$ cat config.mk
export PLATFORM = sky130hd
export DESIGN_NAME = can_tx_prio_sel
export DESIGN_NICKNAME = d
export VERILOG_FILES = /design/src/rtl/can_tx_prio_pkg.sv /design/src/rtl/can_tx_prio_regs.sv /design/src/rtl/can_tx_prio_arb.sv /design/src/rtl/can_tx_prio_fsm.sv /design/src/rtl/can_tx_prio_sel.sv
export SDC_FILE = /design/constraint.sdc
export NUM_CORES = 1
export LEC_CHECK = 0
export BUFFER_PORTS_ARGS = -buffer_cell sky130_fd_sc_hd__buf_2
export CORE_MARGIN = 1.5
export CORE_UTILIZATION = 53
export CTS_CLUSTER_SIZE = 8
export DETAILED_ROUTE_END_ITERATION = 12
export GPL_TIMING_DRIVEN = 1
export PLACE_DENSITY = 0.75
export SETUP_SLACK_MARGIN = 0.02
export SYNTH_ARGS = -nofsm -noshare
export SYNTH_HDL_FRONTEND = slang
export SYNTH_HIERARCHICAL = 1
export SYNTH_SLANG_ARGS = --single-unit
export TNS_END_PERCENT = 30
$ cat constraint.sdc
create_clock -name clk -period 4.1 [get_ports clk]
set_input_delay 0.205 -clock clk [delete_from_list [all_inputs] [get_ports clk]]
set_output_delay 0.205 -clock clk [all_outputs]
set_load 0.05 [all_outputs]
$ cat src/rtl/can_tx_prio_pkg.sv
package can_tx_prio_pkg;

    typedef enum logic [0:0] {
        ST_IDLE  = 1'b0,
        ST_GRANT = 1'b1
    } sel_state_t;

endpackage

$ cat src/rtl/can_tx_prio_regs.sv
module can_tx_prio_regs #(
    parameter int NUM_BUF = 3,
    parameter int PRIO_W  = 8,
    parameter int IDX_W   = 2
) (
    input  logic                      clk,
    input  logic                      rst_n,
    input  logic                      prio_we,
    input  logic [IDX_W-1:0]          prio_sel,
    input  logic [PRIO_W-1:0]         prio_wdata,
    input  logic [NUM_BUF-1:0]        tx_req,
    input  logic                      release_en,
    input  logic [IDX_W-1:0]          release_idx,
    output logic [NUM_BUF*PRIO_W-1:0] prio_flat,
    output logic [NUM_BUF-1:0]        empty
);

    for (genvar i = 0; i < NUM_BUF; i++) begin : g_buf
        logic [PRIO_W-1:0] prio_q;
        logic              empty_q;

        // Priority storage: a write only lands on its own index.
        always_ff @(posedge clk) begin
            if (!rst_n) begin
                prio_q <= '0;
            end else if (prio_we && (prio_sel == IDX_W'(i))) begin
                prio_q <= prio_wdata;
            end
        end

        // A host request beats a completion on the same buffer.
        always_ff @(posedge clk) begin
            if (!rst_n) begin
                empty_q <= 1'b1;
            end else if (tx_req[i]) begin
                empty_q <= 1'b0;
            end else if (release_en && (release_idx == IDX_W'(i))) begin
                empty_q <= 1'b1;
            end
        end

        assign prio_flat[i*PRIO_W +: PRIO_W] = prio_q;
        assign empty[i]                      = empty_q;
    end

endmodule

$ cat src/rtl/can_tx_prio_arb.sv
module can_tx_prio_arb #(
    parameter int NUM_BUF = 3,
    parameter int PRIO_W  = 8,
    parameter int IDX_W   = 2
) (
    input  logic [NUM_BUF*PRIO_W-1:0] prio_flat,
    input  logic [NUM_BUF-1:0]        empty,
    output logic                      any_pending,
    output logic [IDX_W-1:0]          win_idx
);

    logic [PRIO_W-1:0] best_prio;

    // Ascending scan: a strict compare keeps the earlier index on a tie.
    always_comb begin
        any_pending = 1'b0;
        win_idx     = '0;
        best_prio   = '1;
        for (int i = 0; i < NUM_BUF; i++) begin
            if (!empty[i] &&
                (!any_pending || (prio_flat[i*PRIO_W +: PRIO_W] < best_prio))) begin
                any_pending = 1'b1;
                best_prio   = prio_flat[i*PRIO_W +: PRIO_W];
                win_idx     = IDX_W'(i);
            end
        end
    end

endmodule

$ cat src/rtl/can_tx_prio_fsm.sv
module can_tx_prio_fsm
    import can_tx_prio_pkg::*;
#(
    parameter int IDX_W = 2
) (
    input  logic             clk,
    input  logic             rst_n,
    input  logic             sof_request,
    input  logic             tx_done,
    input  logic             tx_abort,
    input  logic             any_pending,
    input  logic [IDX_W-1:0] win_idx,
    output logic             grant_valid,
    output logic [IDX_W-1:0] grant_idx,
    output logic             release_en
);

    sel_state_t state_q;
    sel_state_t state_d;
    logic       launch;

    // State register.
    always_ff @(posedge clk) begin
        if (!rst_n) begin
            state_q <= ST_IDLE;
        end else begin
            state_q <= state_d;
        end
    end

    // Transitions.
    always_comb begin
        state_d = state_q;
        launch  = 1'b0;
        unique case (state_q)
            ST_IDLE: begin
                if (sof_request && any_pending) begin
                    launch  = 1'b1;
                    state_d = ST_GRANT;
                end
            end
            ST_GRANT: begin
                if (tx_done || tx_abort) begin
                    state_d = ST_IDLE;
                end
            end
            default: state_d = ST_IDLE;
        endcase
    end

    // Winner latch: captured only on launch.
    always_ff @(posedge clk) begin
        if (!rst_n) begin
            grant_idx <= '0;
        end else if (launch) begin
            grant_idx <= win_idx;
        end
    end

    // Outputs.
    always_comb begin
        grant_valid = 1'b0;
        release_en  = 1'b0;
        unique case (state_q)
            ST_IDLE: begin
                grant_valid = 1'b0;
            end
            ST_GRANT: begin
                grant_valid = 1'b1;
                release_en  = tx_done;
            end
            default: begin
                grant_valid = 1'b0;
            end
        endcase
    end

endmodule

$ cat src/rtl/can_tx_prio_sel.sv
module can_tx_prio_sel #(
    parameter int  NUM_BUF = 3,
    parameter int  PRIO_W  = 8,
    localparam int IDX_W   = (NUM_BUF > 1) ? $clog2(NUM_BUF) : 1
) (
    input  logic               clk,
    input  logic               rst_n,
    input  logic               prio_we,
    input  logic [IDX_W-1:0]   prio_sel,
    input  logic [PRIO_W-1:0]  prio_wdata,
    input  logic [NUM_BUF-1:0] tx_req,
    input  logic               sof_request,
    input  logic               tx_done,
    input  logic               tx_abort,
    output logic               grant_valid,
    output logic [IDX_W-1:0]   grant_idx,
    output logic [NUM_BUF-1:0] buf_empty
);

    logic [NUM_BUF*PRIO_W-1:0] prio_flat;
    logic                      any_pending;
    logic [IDX_W-1:0]          win_idx;
    logic                      release_en;

    can_tx_prio_regs #(
        .NUM_BUF(NUM_BUF),
        .PRIO_W (PRIO_W),
        .IDX_W  (IDX_W)
    ) u_regs (
        .clk        (clk),
        .rst_n      (rst_n),
        .prio_we    (prio_we),
        .prio_sel   (prio_sel),
        .prio_wdata (prio_wdata),
        .tx_req     (tx_req),
        .release_en (release_en),
        .release_idx(grant_idx),
        .prio_flat  (prio_flat),
        .empty      (buf_empty)
    );

    can_tx_prio_arb #(
        .NUM_BUF(NUM_BUF),
        .PRIO_W (PRIO_W),
        .IDX_W  (IDX_W)
    ) u_arb (
        .prio_flat  (prio_flat),
        .empty      (buf_empty),
        .any_pending(any_pending),
        .win_idx    (win_idx)
    );

    can_tx_prio_fsm #(
        .IDX_W(IDX_W)
    ) u_fsm (
        .clk        (clk),
        .rst_n      (rst_n),
        .sof_request(sof_request),
        .tx_done    (tx_done),
        .tx_abort   (tx_abort),
        .any_pending(any_pending),
        .win_idx    (win_idx),
        .grant_valid(grant_valid),
        .grant_idx  (grant_idx),
        .release_en (release_en)
    );

endmodule

### After elaboration in Yosys (flattened, before gate mapping)

Index checks and enable logic that the tools add are counted.

| word-level totals | value |
|---|---|
| register bits after elaboration | 30 |
| input port bits | 19 |
| output and inout bits | 6 |
| logic and storage cells | 54 |

| cells by class | value |
|---|---|
| order comparisons | 2 |
| equality and inequality tests | 4 |
| multiplexer cells | 19 |
| bitwise logic cells | 1 |
| reduce and logical (&&, ||, !) cells | 20 |

Operators with widths:

| operator | number |
|---|---|
| $lt 8x8->1 | 2 |
| $mux 8 | 2 |
| $mux 1 | 14 |
| $logic_and 1x1->1 | 9 |
| $reduce_bool 2->1 | 3 |
| $eq 2x1->1 const B | 2 |
| $eq 2x2->1 const B | 2 |
| $logic_not 2->1 | 2 |
| $pmux 1 s2 | 2 |
| $logic_not 1->1 | 3 |
| $logic_or 1x1->1 | 3 |
| $mux 2 | 1 |
| $not 1->1 | 1 |

### Logic depth before layout (Yosys ltp)

| depth | value |
|---|---|
| depth after elaboration | 12 |
| depth in mapped cells | 18 |
| gate-level depth less buffers | 15 |

### By module

The synthesis kept the hierarchy.

Modules (own cells, without submodules):

| module | times used | cells each | area each (sq um) |
|---|---|---|---|
| can_tx_prio_regs | 1 | 105 | 1049.8 |
| can_tx_prio_arb | 1 | 75 | 545.5 |
| can_tx_prio_fsm | 1 | 13 | 132.6 |

### Worst setup path before layout

Ideal clock, no wire load.

| timing | value |
|---|---|
| path kind | register -> register |
| start | register u_regs.g_buf[0].empty_q |
| end | register u_fsm.grant_idx[1] |
| setup time | 72 ps |
| arrival time | 3335 ps |
| data required time | 4028 ps |
| setup slack | 693 ps |
| stages on the path, launching flop included | 19 |
| buffers on the path | 3 |
| clock period less this slack | 3407 ps |
| cell sequence | dfxtp_1 > buf_4 > buf_2 > nor2_1 > ha_1 > a211oi_1 > nor2_1 > o22ai_1 > buf_2 > o21ai_0 > o31a_1 > ha_1 > a21oi_1 > o21ai_0 > nor4_1 > o21a_1 > o2bb2ai_1 > nand2_1 > mux2i_1 |

RTL lines:

| what | line | RTL |
|---|---|---|
| from (decl) | can_tx_prio_regs.sv:20 | `logic empty_q;` |
| from (signal assigned) | can_tx_prio_regs.sv:34 | `empty_q <= 1'b1;` |
| from (signal assigned) | can_tx_prio_regs.sv:36 | `empty_q <= 1'b0;` |
| from (signal assigned) | can_tx_prio_regs.sv:38 | `empty_q <= 1'b1;` |
| $mux 8 | can_tx_prio_arb.sv:20 | `if (!empty[i] &&` |
| $lt 8x8->1 | can_tx_prio_arb.sv:21 | `(!any_pending \|\| (prio_flat[i*PRIO_W +: PRIO_W] < best_prio))) begin` |
| $logic_or 1x1->1 | can_tx_prio_arb.sv:21 |  |
| $logic_and 1x1->1 | can_tx_prio_arb.sv:20 |  |
| $mux 8 or $mux 1 (tied branches) | can_tx_prio_arb.sv:20 |  |
| $lt 8x8->1 or $logic_not 1->1 (tied branches) | can_tx_prio_arb.sv:21 |  |
| $logic_or 1x1->1 (*) | can_tx_prio_arb.sv:21 |  |
| $logic_and 1x1->1 (*) | can_tx_prio_arb.sv:20 |  |
| $mux 2 (*) | can_tx_prio_arb.sv:20 |  |
| net win_idx[1] | can_tx_prio_sel.sv:22 | `logic [IDX_W-1:0] win_idx;` |
| to (signal assigned) | can_tx_prio_fsm.sv:56 | `grant_idx <= win_idx;` |
| to (decl) | can_tx_prio_fsm.sv:14 | `output logic [IDX_W-1:0] grant_idx,` |

Mark *: on every way through the listed nets, which the timed path passes. The rest lies on a longest branch.
A chain may end at the register's enable or synchronous reset.

### Final worst setup path

Ends and elaborated chain as after synthesis.

==> results.cfg <==
[clock_tree]
path_clk_slew_ns = 0.10
cts.sinks = 30
cts_made_buffers = 5
insertion_delay_ns = 0.33
cts_buffer_depth = 2
cts_tree = done
cts_hold_buf = 0
root_buffer = clkbuf_4
htreeDepth = 2

[run]
max-cap-violations = 0

[global_routing]
globalRouteTotalUtil_pct = 23.5
grt_max_degree = 41
grt-ovfl-total = 0
antenna_found_initial = 0
grt_pass1_wl_um = 6120
grt_pass1_vias = 1416

[critical_path]
startpoint = u_regs/g_buf[0].empty_q
endpoint_kind = flip-flop
crit_type = flip-flop to flip-flop
crit_end = u_fsm/grant_idx[1]
cp.arrival_ns = 3.92
crit_path_start_kind = flip-flop
cp_max_fo = 13
r2r_slack_ns = 0.45
ff2ff_path_depth = 16
rr_endpoint = u_fsm/grant_idx[1]
r2r-start = u_regs/g_buf[0].empty_q
worstPathRequired_ns = 4.36

[layout]
nets = 251
syn_to_final_growth_pct = 12.3
multi_input_area_mm2 = 0.00105
mostFrequentLayoutCells = 39 x nand2_1, 30 x dfxtp_1, 26 x mux2i_1
antenna-diode-count = 0
drive_gt1_share_pct = 21.0
stdcell_count = 263
layout.area.seq_um2 = 601
n_fill_cell = 272
final_common_cell = nand2_1

[place]
dp.cells = 250
place.gp.congestion = 0.912
dpl.hpwl_um = 2720
io_buffers = 24

[floorplanning]
initial_core_util_pct = 56.1
die_area_mm2 = 0.00361
die_height_um = 60.1
fp.dieW_um = 60.1
rows = 20
coreArea_mm2 = 0.00308
pin_count = 25

[yosys]
yosys_warnings = 6
synth_fp_nets = 226
synthCells = 193
ys_seq_elements = 30
synth_cell_types = 34
synth.avg_cell_area_um2 = 8.95
seq_area_frac_synth_pct = 34.8
synth_area_mm2 = 0.00173

[routing]
wl_um = 3750
routedWlPerCell_um = 14.3
drc = 0
num_vias = 1471
drtIter0Drc = 40
firstDrtPassIters = 4
vias_per_cell = 5.59
detail-route-antenna-nets = 0

[worst_hold_path]
hp-start = prio_wdata[6]
hp-class = input pin to flip-flop
holdPathStages = 3

[timing]
finalSetupTns_ns = 0
fin_crit_sh_pct = 89.1
tightest_slew_ns = 0.644
period_minus_slack_ns = 3.65
hold_viol_final = 0
setup_viol = 0
skew_ns = 0.00778
final_max_slew_viol_count = 0
fmax_mhz = 274
relSlewSlack_pct = 57.1
rsz0062_at_grt = no

[status]
outcome = completed

[pwr]
leakage_nw = 0.909
power_density_mw_per_mm2 = 333
ir_drop_uv = 205
==> worst max-delay path, cell delays in order, from the launching register on <==
cell and delay, ns:
dfxtp_1 0.65, nor2_1 0.15, ha_1 0.32, a211oi_1 0.23
nor2_1 0.13, a211oi_4 0.26, buf_4 0.18, o21ai_0 0.11
o31a_1 0.13, ha_1 0.30, a21oi_1 0.17, o21ai_0 0.17
nor4_1 0.26, o21a_1 0.20, o2bb2ai_1 0.12, nand2_1 0.06
mux2i_1 0.14
==> timing repair <==
action                                  CTS  global route
gates resized for setup                   0             1
endpoints found under the setup margin    0             2
setup buffers                             0             5
==> where the power goes <==
group	total [mW]	internal [mW]	leakage (nW)	switching [mW]
clock network	0.183	0.0830	0.0353	0.100
registers	0.318	0.304	0.245	0.0140
logic	0.146	0.0609	0.629	0.0846
==> worst min path at each step <==
| stage | end | slack, ns |
|---|---|---|
| floorplan | u_fsm/state_q | 0.32 |
| global placement | u_regs/g_buf[0].prio_q[4] | 0.45 |
| detailed placement | u_regs/g_buf[0].prio_q[4] | 0.45 |
| CTS | u_regs/g_buf[1].empty_q | 0.14 |
| global route | u_regs/g_buf[1].empty_q | 0.16 |
| finish | u_regs/g_buf[1].prio_q[6] | 0.17 |
==> stage by stage <==
stage / util, % / setup slack (ns) / cell area (µm²) / total power [mW] / hold WS (ns)
after floorplan: - / 0.693 / 1730 / 0.430 / 0.323
after global placement: 59.7 / 0.501 / 1840 / 0.455 / 0.453
after detailed placement: 59.7 / 0.332 / 1840 / 0.461 / 0.452
after CTS: 61.6 / 0.298 / 1900 / 0.646 / 0.143
after global routing: 63.0 / 0.157 / 1940 / 0.681 / 0.158
final: 63.0 / 0.449 / 1940 / 0.647 / 0.166
==> final cells by class <==
class | count | area share [%]
repair buffers | 31 | 8.90
multi-input cells | 149 | 54.0
clock inverters | 1 | 0.258
flip-flops and latches | 30 | 30.9
inverters | 1 | 0.193
well taps | 44 | 2.84
clock buffers | 7 | 2.84
==> state kept, by name, indices dropped and copies added, names as in the netlist <==
register and flops:
u_regs/g_buf.prio_q 24, u_regs/g_buf.empty_q 3, u_fsm/grant_idx 2, u_fsm/state_q 1
==> cell families (layout without fill, tap and decap cells) <==
kind of cell    count (synthesis)  count (layout)  synth area share [%]
fa+ha+maj                      14              14                  10.1
mux                            26              26                  15.1
compound gates                 34              34                  14.0
buf+inv                        14              40                  4.92
simple gates                   75              75                  21.1
flops                          30              30                  34.8
==> Yosys cell counts <==
master      n  area, µm²
a211oi_1    2       15.0
a211oi_2    1       12.5
a211oi_4    1       20.0
a21oi_1     6       30.0
and2_2      1       7.51
and3b_2     1       10.0
buf_2       8       40.0
buf_4       4       30.0
buf_6       1       11.3
dfxtp_1    30        601
ha_1       14        175
inv_1       1       3.75
mux2i_1    26        260
nand2_1    39        146
nand2b_1    3       18.8
nand3_1     5       25.0
nand3b_1    2       15.0
nand4_1     2       12.5
nand4bb_1   2       22.5
nor2_1     13       48.8
nor2_2      1       6.26
nor3_1      1       5.00
nor3b_1     1       7.51
nor3b_2     1       12.5
nor4_1      1       6.26
o211a_1     1       10.0
o21a_1      2       15.0
o21ai_0    11       55.1
o21bai_1    1       7.51
o22ai_1     1       6.26
o2bb2ai_1   1       8.76
o31a_1      7       61.3
or3_4       1       11.3
or4b_1      1       10.0
==> layer usage <==
metal	vias up	track usage (%)	wire length, µm
met3	4	6.93	158
li1	737	-	-
met2	37	39.8	1810
met4	0	11.1	49
met1	693	26.8	1730
met5	-	0	0
Power figures use the tool's default switching activity.
